File: src/rtl/irda_sir_decoder.sv
module irda_sir_decoder #(
  parameter int BIT_CYCLES  = 16,
  parameter int SYNC_STAGES = 2
) (
  input  logic clk_16x,
  input  logic rst_n,
  input  logic rx_raw,
  input  logic pulse_pol,
  output logic rx_nrz
);

  localparam int CNT_W = $clog2(BIT_CYCLES);
  localparam logic [CNT_W-1:0] LAST = CNT_W'(BIT_CYCLES - 1);

  logic [SYNC_STAGES-1:0] sync_q;
  logic                   prev_q;
  logic                   busy_q;
  logic [CNT_W-1:0]       cnt_q;

  always_ff @(posedge clk_16x or negedge rst_n) begin
    if (!rst_n) begin
      sync_q <= '1;
      prev_q <= 1'b1;
    end else begin
      sync_q <= {sync_q[SYNC_STAGES-2:0], rx_raw};
      prev_q <= sync_q[SYNC_STAGES-1];
    end
  end

  wire line_now  = sync_q[SYNC_STAGES-1];
  wire act_now   = line_now ^ ~pulse_pol;
  wire act_prev  = prev_q ^ ~pulse_pol;
  wire edge_det  = act_now & ~act_prev;

  always_ff @(posedge clk_16x or negedge rst_n) begin
    if (!rst_n) begin
      busy_q <= 1'b0;
      cnt_q  <= '0;
    end else if (edge_det) begin
      busy_q <= 1'b1;
      cnt_q  <= '0;
    end else if (busy_q) begin
      if (cnt_q == LAST) begin
        busy_q <= 1'b0;
        cnt_q  <= '0;
      end else begin
        cnt_q <= cnt_q + CNT_W'(1);
      end
    end
  end

  assign rx_nrz = ~busy_q;

  AST_IDLE_CNT_CLEAR: assert property (@(posedge clk_16x) disable iff (!rst_n)
    rx_nrz |-> cnt_q == '0);
  AST_EDGE_TO_LOW: assert property (@(posedge clk_16x) disable iff (!rst_n)
    edge_det |=> !rx_nrz);
  AST_LOW_HOLDS: assert property (@(posedge clk_16x) disable iff (!rst_n)
    (!rx_nrz && cnt_q != LAST) |=> !rx_nrz);
  AST_RISE_AT_END: assert property (@(posedge clk_16x) disable iff (!rst_n)
    $rose(rx_nrz) |-> $past(cnt_q) == LAST);
  AST_QUIET_STAYS_HIGH: assert property (@(posedge clk_16x) disable iff (!rst_n)
    (rx_nrz && !edge_det) |=> rx_nrz);
  AST_EDGE_POLARITY: assert property (@(posedge clk_16x) disable iff (!rst_n)
    edge_det |-> (line_now == pulse_pol) && (prev_q != pulse_pol));
  AST_RESTART_CLEARS: assert property (@(posedge clk_16x) disable iff (!rst_n)
    (busy_q && edge_det) |=> (cnt_q == '0 && !rx_nrz));

endmodule

File: config.mk
export PLATFORM = sky130hd
export DESIGN_NAME = irda_sir_decoder
export DESIGN_NICKNAME = d
export VERILOG_FILES = /design/src/rtl/irda_sir_decoder.sv
export SDC_FILE = /design/constraint.sdc
export NUM_CORES = 1
export LEC_CHECK = 0
export ABC_AREA = 1
export BUFFER_PORTS_ARGS = -buffer_cell sky130_fd_sc_hd__buf_4
export CORE_AREA = 3 3 40 42
export CTS_CLUSTER_DIAMETER = 30
export DETAILED_ROUTE_END_ITERATION = 10
export DIE_AREA = 0 0 43 45
export SYNTH_ARGS = -nofsm -noshare
export SYNTH_HDL_FRONTEND = slang
export SYNTH_SLANG_ARGS = --single-unit
File: constraint.sdc
create_clock -name clk_16x -period 2.6 [get_ports clk_16x]
set_input_delay 0.26 -clock clk_16x [delete_from_list [all_inputs] [get_ports clk_16x]]
set_output_delay 0.26 -clock clk_16x [all_outputs]
set_load 0.01 [all_outputs]
==> results of run 1 <==
-- registers in the layout, summed over array words and instances, names as in the netlist --
name / cells
sync_q: 2
prev_q: 1
cnt_q: 4
busy_q: 1
-- through the flow --
stage / worst slack (ns) / hold slack [ns] / total power, mW / instance area [sq um]
floorplan: 1.64 / -0.0356 / 0.181 / 355
global placement: 1.56 / 0.0836 / 0.194 / 404
detailed placement: 1.56 / 0.0849 / 0.195 / 404
CTS: 1.42 / 0.109 / 0.301 / 440
global route: 1.37 / 0.108 / 0.314 / 440
finish: 1.43 / 0.117 / 0.295 / 440
-- power groups by stage --
stage / logic, mW / clock network, mW / registers (mW)
6_report: 0.0384 / 0.101 / 0.156
5_1_grt: 0.0452 / 0.110 / 0.159
4_1_cts: 0.0397 / 0.106 / 0.155
3_5_place_dp: 0.0381 / 0 / 0.157
3_3_place_gp: 0.0370 / 0 / 0.157
2_1_floorplan: 0.0274 / 0 / 0.154
-- cell type report --
cell class,count,area [sq um]
clock buffer,4,26.3
fill,136,845
inverter,7,26.3
multi-input combinational,25,125
sequential,8,204
tap,15,18.8
timing repair buffer,5,40.0
-- layout by cell type (no fill, tap or decap) --
master	n
buf_4	4
clkbuf_1	1
clkbuf_4	3
dfrtp_1	5
dfstp_2	3
dlygate4sd3_1	1
ha_1	1
inv_1	7
nand2_1	13
nand2_2	1
nand3_1	7
nand3b_1	1
nand4_1	1
xnor2_1	1
-- routing by layer --
layer	track usage, %	vias to the layer above	share of wire, %
li1	-	141	-
met1	9.65	114	47
met2	9.28	7	43
met3	3.98	2	7.2
met4	7.23	0	2.5
met5	0	-	0
-- worst max-delay path by stage --
| stage | endpoint | slack, ns | depth (start not counted) |
|---|---|---|---|
| 2_1_floorplan | cnt_q[0]$_DFFE_PN0P_ | 1.64 | 6 |
| 6_report | rx_nrz | 1.43 | 2 |
| 3_3_place_gp | cnt_q[3]$_DFFE_PN0P_ | 1.56 | 6 |
| 3_5_place_dp | cnt_q[3]$_DFFE_PN0P_ | 1.56 | 6 |
| 4_1_cts | rx_nrz | 1.42 | 2 |
| 5_1_grt | rx_nrz | 1.37 | 2 |
-- cells in the mapped netlist --
library cell / instances / share of area, %
ha_1: 1 / 3.5
dfstp_2: 3 / 22
nand3_1: 7 / 9.9
xnor2_1: 1 / 2.5
nand2_1: 13 / 14
dfrtp_1: 5 / 35
nand4_1: 1 / 1.8
inv_1: 7 / 7.4
nand3b_1: 1 / 2.1
nand2_2: 1 / 1.8
-- worst reg2reg max path, cell delays in order, from the launching register on --
cell and delay, ns:
dfrtp_1 0.42, ha_1 0.23, nand3_1 0.07, nand2_1 0.06, inv_1 0.07, nand3b_1 0.07
nand2_1 0.06
-- logic make-up after synthesis --
group | synth area share (%)
buffers and inverters | 7.40
XOR/XNOR | 2.47
adder cells (fa/ha/maj) | 3.52
AND/OR/NAND/NOR | 29.2
flip-flops | 57.4
-- what timing repair did --
action / in CTS / in global routing
buffers inserted: 0 / 0
hold buffers: 1 / 0
endpoints found under the hold margin: 5 / 0
gates resized for setup: 0 / 0
==> metrics.cfg, run 1 <==
[job]
maxCapViolations=0

[placement]
gp_congestion=0.796
port_buffers=4
dp_hpwl_um=417
dp.cells=59

[routing]
detail-route-antenna-nets=0
post_drt_via_cell_ratio=4.13
drt_iter0_drc=2
drc_errors=0
drt-total-wl_um=556
num_vias=264
wl_per_cell_um=8.69
drt-pass1-iter-count=4

[floorplanning]
ios=5
die_area_sq_mm=0.00194
initial_core_util_pct=27.7
coreArea_sq_mm=0.00128
die_height_um=45
rows=13
die_width_um=43

[layout]
nets=55
antenna_cells=0
final_util_pct=34.3
drive_above_1_share_pct=22.4
syn_to_final_growth_pct=23.9
stdcell_count=64

[critical_path]
cp_slowest_cell=dfrtp_1
crit_buf_inv=2
critical-path-max-stage-delay_ns=0.40
critPathArrivalTime_ns=0.91
path_delay_family=flip-flops
critPathKind=flop to primary output
worst_r2r_endpoint=cnt_q[0]$_DFFE_PN0P_
worstPathCellList=inv_1, buf_4
timing.critical_path.fanout_max=4
critPathCaptureType=primary output
crit_start=busy_q$_DFF_PN0_
r2r.worst_path.cells=6
start_kind=flop
reg2reg_from=cnt_q[0]$_DFFE_PN0P_
critPathRequiredTime_ns=2.34
r2r_slack_ns=1.56

[pwr]
peakVddDrop_v=0.000254
power.switching_mw=0.0761
p_clk_share_pct=34.2
switching_share_pct=25.8
power_frac_seq_pct=52.8
p_comb_share_pct=13.0
p_int_mw=0.219
p_leak_nw=0.236
p_per_area_mw_per_mm2=670

[global_route]
grt_util_all_layers_pct=7.73
grt-ovfl-total=0
grt_pass1_wl_um=1040
grt_max_degree=9
grt_pass1_vias=249
antenna_found_initial=0

[clock_network]
cts_max_level=1
clock_latency_ns=0.26
cts_buffer_depth=2
clk_pin_slew_ns=0.06
root_buffer=clkbuf_4
cts_buffers=3
cts_tree=yes
cts_sinks=8

[sta]
hold_viol=0
drv_slew=0
min_period_ns=1.17
worst_slew_pin_slew_ns=0.158
slew_headroom_pct=89.5
setup_violations=0
skew_ns=0.00980
fin_setup_tns_ns=0
fmax_ghz=0.851
fin_crit_sh_pct=45.2
rsz0062_at_grt=no

[synth]
yosysWarnings=0
syn-instance-count=40
ys_ff_latch=8
synthDistinctLibCells=10
netlist_area_sq_um=355
synth-seq-area-share_pct=57.4
synth_nets=45
syn_avg_cell_area_sq_um=8.88

[min_path]
min_path_type=primary input to flop
min_to=sync_q[0]$_DFF_PN1_
hp-start=rx_raw
min_path_cells=1

[outcome]
status=completed

Power figures use the tool's default switching activity.
==> run 2, diff against run 1 <==
Clock period 2.6 ns to 1.1 ns, I/O delays scaled along.
==> run 2 against run 1 <==
  * Critical path depth grew 4
  * Non-clock buffer count grew 3
  * Combinational power grew to 3.0 times the previous value
  * Critical endpoint is now cnt_q[0]$_DFFE_PN0P_
==> metrics.cfg, run 2 (same netlist as run 1, synthesis figures left out) <==
[routing]
drc_errors=0  ; unchanged
drt-total-wl_um=685  ; +23%
drt_iter0_drc=8  ; +6
wl_per_cell_um=10.2  ; +18%
detail-route-antenna-nets=0  ; unchanged
drt-pass1-iter-count=4  ; unchanged
post_drt_via_cell_ratio=4.40  ; +6.7%
num_vias=295  ; +12%

[global_route]
antenna_found_initial=0  ; unchanged
grt_util_all_layers_pct=7.65  ; -0.084 points
grt_pass1_wl_um=1040  ; unchanged
grt_pass1_vias=251  ; +0.80%
grt_max_degree=9  ; unchanged
grt-ovfl-total=0  ; unchanged

[placement]
dp_hpwl_um=419  ; +0.31%
port_buffers=4  ; unchanged
dp.cells=60  ; +1.7%
pre_cts_slack_ns=0.0657  ; -1.50 ns
placed_area_sq_um=412  ; +1.9%
gp_congestion=0.813  ; +2.1%

[layout]
layout_common_cells=nand2_1, buf_4, inv_1, nand3_1, dfrtp_1
drive_above_1_share_pct=38.5  ; +16 points
top_register=cnt_q
final_common_cell=nand2_1
antenna_cells=0  ; unchanged
fillers=132  ; -2.9%
final_cell_area_sq_um=488  ; +11%
largestRegisters=cnt_q (4), sync_q (2)
nets=58  ; +5.5%
stdcell_count=67  ; +4.7%
syn_to_final_growth_pct=37.3
largest_reg_flops=4  ; unchanged

[clock_network]
cts_max_level=1  ; unchanged
cts_tree=yes
cts_buffers=3  ; unchanged
root_buffer=clkbuf_4
cts_sinks=8  ; unchanged
clk_pin_slew_ns=0.06  ; about the same
clock_latency_ns=0.25  ; about the same
cts_buffer_depth=2  ; unchanged

[critical_path]
critPathCaptureType=flop
start_kind=flop
critPathKind=flop to flop
r2r.worst_path.cells=6  ; unchanged
reg2reg_from=cnt_q[1]$_DFFE_PN0P_
critPathRequiredTime_ns=1.25  ; -1.09 ns
r2r_slack_ns=0.05  ; -1.51 ns
timing.critical_path.fanout_max=4  ; unchanged
critPathArrivalTime_ns=1.20  ; +0.29 ns
crit_start=cnt_q[1]$_DFFE_PN0P_

[sta]
setup_violations=0  ; unchanged
finalWorstSetupSlack_ns=0.0498  ; -1.38 ns
hold_viol=0  ; unchanged
min_period_ns=1.05
worst_slew_pin_slew_ns=0.195  ; +0.0369 ns
fin_crit_sh_pct=95.5
skew_ns=0.0136  ; +0.00384 ns
slew_headroom_pct=87.0  ; -2.5 points
whs_ns=0.203  ; +0.0858 ns
fmax_ghz=0.952
drv_slew=0  ; unchanged

[floorplanning]
die_height_um=45  ; unchanged
coreArea_sq_mm=0.00128  ; unchanged
rows=13  ; unchanged
initial_core_util_pct=27.7  ; unchanged
die_width_um=43  ; unchanged
ios=5  ; unchanged
die_area_sq_mm=0.00194  ; unchanged

[outcome]
status=completed

[pwr]
p_per_area_mw_per_mm2=1480  ; +120%
peakVddDrop_v=0.000649  ; +160%
p_leak_nw=0.249  ; +5.7%

[min_path]
min_path_type=primary input to asynchronous set/reset pin

[job]
maxCapViolations=0  ; unchanged

## run 2: through the flow
step	TNS [ns]	util, %	total power, mW
finish	0	38.0	0.723
global route	-0.0523	38.0	0.773
CTS	0	35.6	0.720
detailed placement	0	32.0	0.469
global placement	0	32.0	0.464
floorplan	0	-	0.428
## run 2: final timing paths
kind,end
min in group clk_16x,busy_q$_DFF_PN0_
min reg2reg,sync_q[1]$_DFF_PN1_
max in group asynchronous,sync_q[0]$_DFF_PN1_
max,cnt_q[0]$_DFFE_PN0P_
max reg2reg,cnt_q[0]$_DFFE_PN0P_
min,cnt_q[0]$_DFFE_PN0P_
## run 2: layout make-up
| class | count | area (sq um) | share of cell area (%) |
|---|---|---|---|
| inverters | 7 | 26.3 | 5.38 |
| clock buffers | 4 | 26.3 | 5.38 |
| repair buffers | 8 | 65.1 | 13.3 |
| multi-input cells | 25 | 148 | 30.3 |
| flip-flops and latches | 8 | 204 | 41.8 |
| well taps | 15 | 18.8 | 3.85 |
## run 2: routing by layer
metal	vias to the layer above	GRT usage, %	wire, um
met5	-	0	0
li1	147	-	-
met2	11	8.98	347
met1	135	9.65	283
met3	2	3.98	39
met4	0	7.23	14
## run 2: repair_timing
item,4_1_cts,5_1_grt
setup buffers,0,1
setup endpoints to repair,0,3
endpoints found under the hold margin,9,0
hold buffers,2,0
gates resized for setup,0,8
## run 2: power breakdown
| part | leakage, nW | total, mW | internal [mW] | switching (mW) |
|---|---|---|---|---|
| logic | 0.142 | 0.114 | 0.0584 | 0.0558 |
| registers | 0.0927 | 0.371 | 0.332 | 0.0387 |
| clock network | 0.0150 | 0.238 | 0.139 | 0.0990 |
## run 2: worst max-delay path, stage by stage (launching register included)
cell and delay, ns:
dfrtp_1 0.40, ha_2 0.22, nand3_2 0.07, nand2_2 0.09, inv_2 0.04, nand3b_1 0.07, nand2_1 0.05
==> run 3, diff against run 2 <==
Settings changed: RECOVER_POWER set to 25.
Clock period 1.1 ns to 1.2 ns, I/O delays scaled along.
==> run 3 against run 2 <==
  * Global-route usage fell by 0.76 points
  * Cell area is 8.5% lower
  * Clock-buffer cell count stayed put
  * Sequential power shrank 9.2%
  * Combinational power shrank 26%
  * Maximum frequency grew 0.75%
  * Register-to-register slack improved by 0.11 ns
  * Clock power decreased by 11%
  * Critical endpoint unchanged
==> metrics.cfg, run 3 (same netlist as run 1, synthesis figures left out) <==
[critical_path]
timing.critical_path.fanout_max=5  ; +1
critPathKind=flop to flop
critPathCaptureType=flop
start_kind=flop
critPathArrivalTime_ns=1.23  ; +0.03 ns
critPathRequiredTime_ns=1.38  ; +0.13 ns

[sta]
rsz0062_at_grt=no
worst_slew_pin_slew_ns=0.416  ; +0.220 ns
drv_slew=0  ; unchanged
finalWorstSetupSlack_ns=0.158  ; +0.108 ns
fmax_ghz=0.959  ; +0.75%
min_period_ns=1.04  ; -0.00780 ns
hold_viol=0  ; unchanged
slew_headroom_pct=72.3  ; -15 points
fin_crit_sh_pct=86.9  ; -8.6 points
skew_ns=0.00789  ; -0.00575 ns
fin_setup_tns_ns=0  ; unchanged
setup_violations=0  ; unchanged

[routing]
post_drt_via_cell_ratio=4.11  ; -6.7%
detail-route-antenna-nets=0  ; unchanged
drc_errors=0  ; unchanged
drt_iter0_drc=6  ; -2
drt-total-wl_um=563  ; -18%
num_vias=267  ; -9.5%
drt-pass1-iter-count=4  ; unchanged
wl_per_cell_um=8.66  ; -15%

[global_route]
antenna_found_initial=0  ; unchanged
grt_pass1_wl_um=917  ; -11%
grt_max_degree=9  ; unchanged
grt_util_all_layers_pct=6.89  ; -0.76 points
grt-ovfl-total=0  ; unchanged
grt_pass1_vias=220  ; -12%

[placement]
placed_area_sq_um=404  ; -1.8%
port_buffers=4  ; unchanged
pre_cts_slack_ns=0.169  ; +0.104 ns
dp_hpwl_um=405  ; -3.3%
gp_congestion=0.773  ; -4.9%

[pwr]
peakVddDrop_v=0.000783  ; +21%
power_mw=0.634  ; -12%
p_per_area_mw_per_mm2=1420  ; -4.2%
p_leak_nw=0.236  ; -5.2%

[floorplanning]
die_width_um=43  ; unchanged
die_height_um=45  ; unchanged
die_area_sq_mm=0.00194  ; unchanged
ios=5  ; unchanged
coreArea_sq_mm=0.00128  ; unchanged
initial_core_util_pct=27.7  ; unchanged
rows=13  ; unchanged

[layout]
final_cell_area_sq_um=447  ; -8.5%
fillers=131  ; -0.76%
largest_reg_flops=4  ; unchanged
largestRegisters=cnt_q (4), sync_q (2)
drive_above_1_share_pct=20.0  ; -18 points
nets=56  ; -3.4%
final_common_cell=nand2_1
top_register=cnt_q
antenna_cells=0  ; unchanged
layout_common_cells=nand2_1, inv_1, nand3_1, dfrtp_1
syn_to_final_growth_pct=25.7

[job]
maxCapViolations=0  ; unchanged

[clock_network]
cts_sinks=8  ; unchanged
root_buffer=clkbuf_4
cts_max_level=1  ; unchanged
cts_tree=yes
cts_setup_buffers=0  ; unchanged
cts_buffer_depth=2  ; unchanged
clk_pin_slew_ns=0.06  ; about the same
cts_buffers=3  ; unchanged
clock_latency_ns=0.25  ; about the same

[min_path]
min_path_type=primary input to flop

[outcome]
status=completed

run 3: cell count changes in the layout (fill, tap and decap cells not counted), sizes merged:
cell / previous run / this run
clkbuf: 4 / 5
buf: 6 / 3
run 3: per-stage QoR:
stage / hold slack, ns / util (%) / instances
after floorplan: -0.176 / - / 40
after global placement: -0.0573 / 31.5 / 59
after detailed placement: -0.0564 / 31.5 / 59
after CTS: 0.210 / 35.1 / 65
after global routing: 0.281 / 34.8 / 65
final: 0.247 / 34.8 / 65
run 3: report_power, final:
part	leakage (nW)	internal [mW]	switching, mW	total, mW
Sequential	0.0927	0.305	0.0323	0.337
Clock	0.0150	0.127	0.0854	0.212
Combinational	0.129	0.0419	0.0425	0.0845
Total	0.236	0.474	0.160	0.634
run 3: final timing paths:
kind | start | end | slack, ns | cells past startpoint
worst max-delay path | cnt_q[0]$_DFFE_PN0P_ | cnt_q[0]$_DFFE_PN0P_ | 0.16 | 6
worst min-delay path | pulse_pol | busy_q$_DFF_PN0_ | 0.25 | 4
worst max register to register | cnt_q[0]$_DFFE_PN0P_ | cnt_q[0]$_DFFE_PN0P_ | 0.16 | 6
worst min register to register | sync_q[0]$_DFF_PN1_ | sync_q[1]$_DFF_PN1_ | 0.35 | 0
max in group asynchronous | rst_n | sync_q[0]$_DFF_PN1_ | 0.56 | 2
min in group asynchronous | rst_n | cnt_q[3]$_DFFE_PN0P_ | 0.31 | 2
run 3: timing repair:
item                      4_1_cts  5_1_grt
hold buffers                    2        0
hold endpoints to repair        9        0
gates resized for setup         0        0
run 3: per-layer routing:
metal	vias to the layer above	part of all wire, %	track usage (%)
met5	-	0	0
met4	0	0	5.42
met3	0	5.5	3.59
met2	9	44	8.68
met1	112	50	8.66
li1	146	-	-
run 3: worst max-delay path, cell delays in order, from the launching register on:
cell,delay (ns)
dfrtp_1,0.41
ha_1,0.23
nand3_1,0.07
nand2_1,0.06
inv_1,0.08
nand3b_1,0.08
nand2_1,0.06
run 3: area by class of cell:
type,instances,area [sq um],share of cell area (%)
sequential,8,204,45.7
multi-input combinational,25,125,28.0
timing repair buffer,6,46.3,10.4
clock buffer,4,26.3,5.88
inverter,7,26.3,5.88
tap,15,18.8,4.20
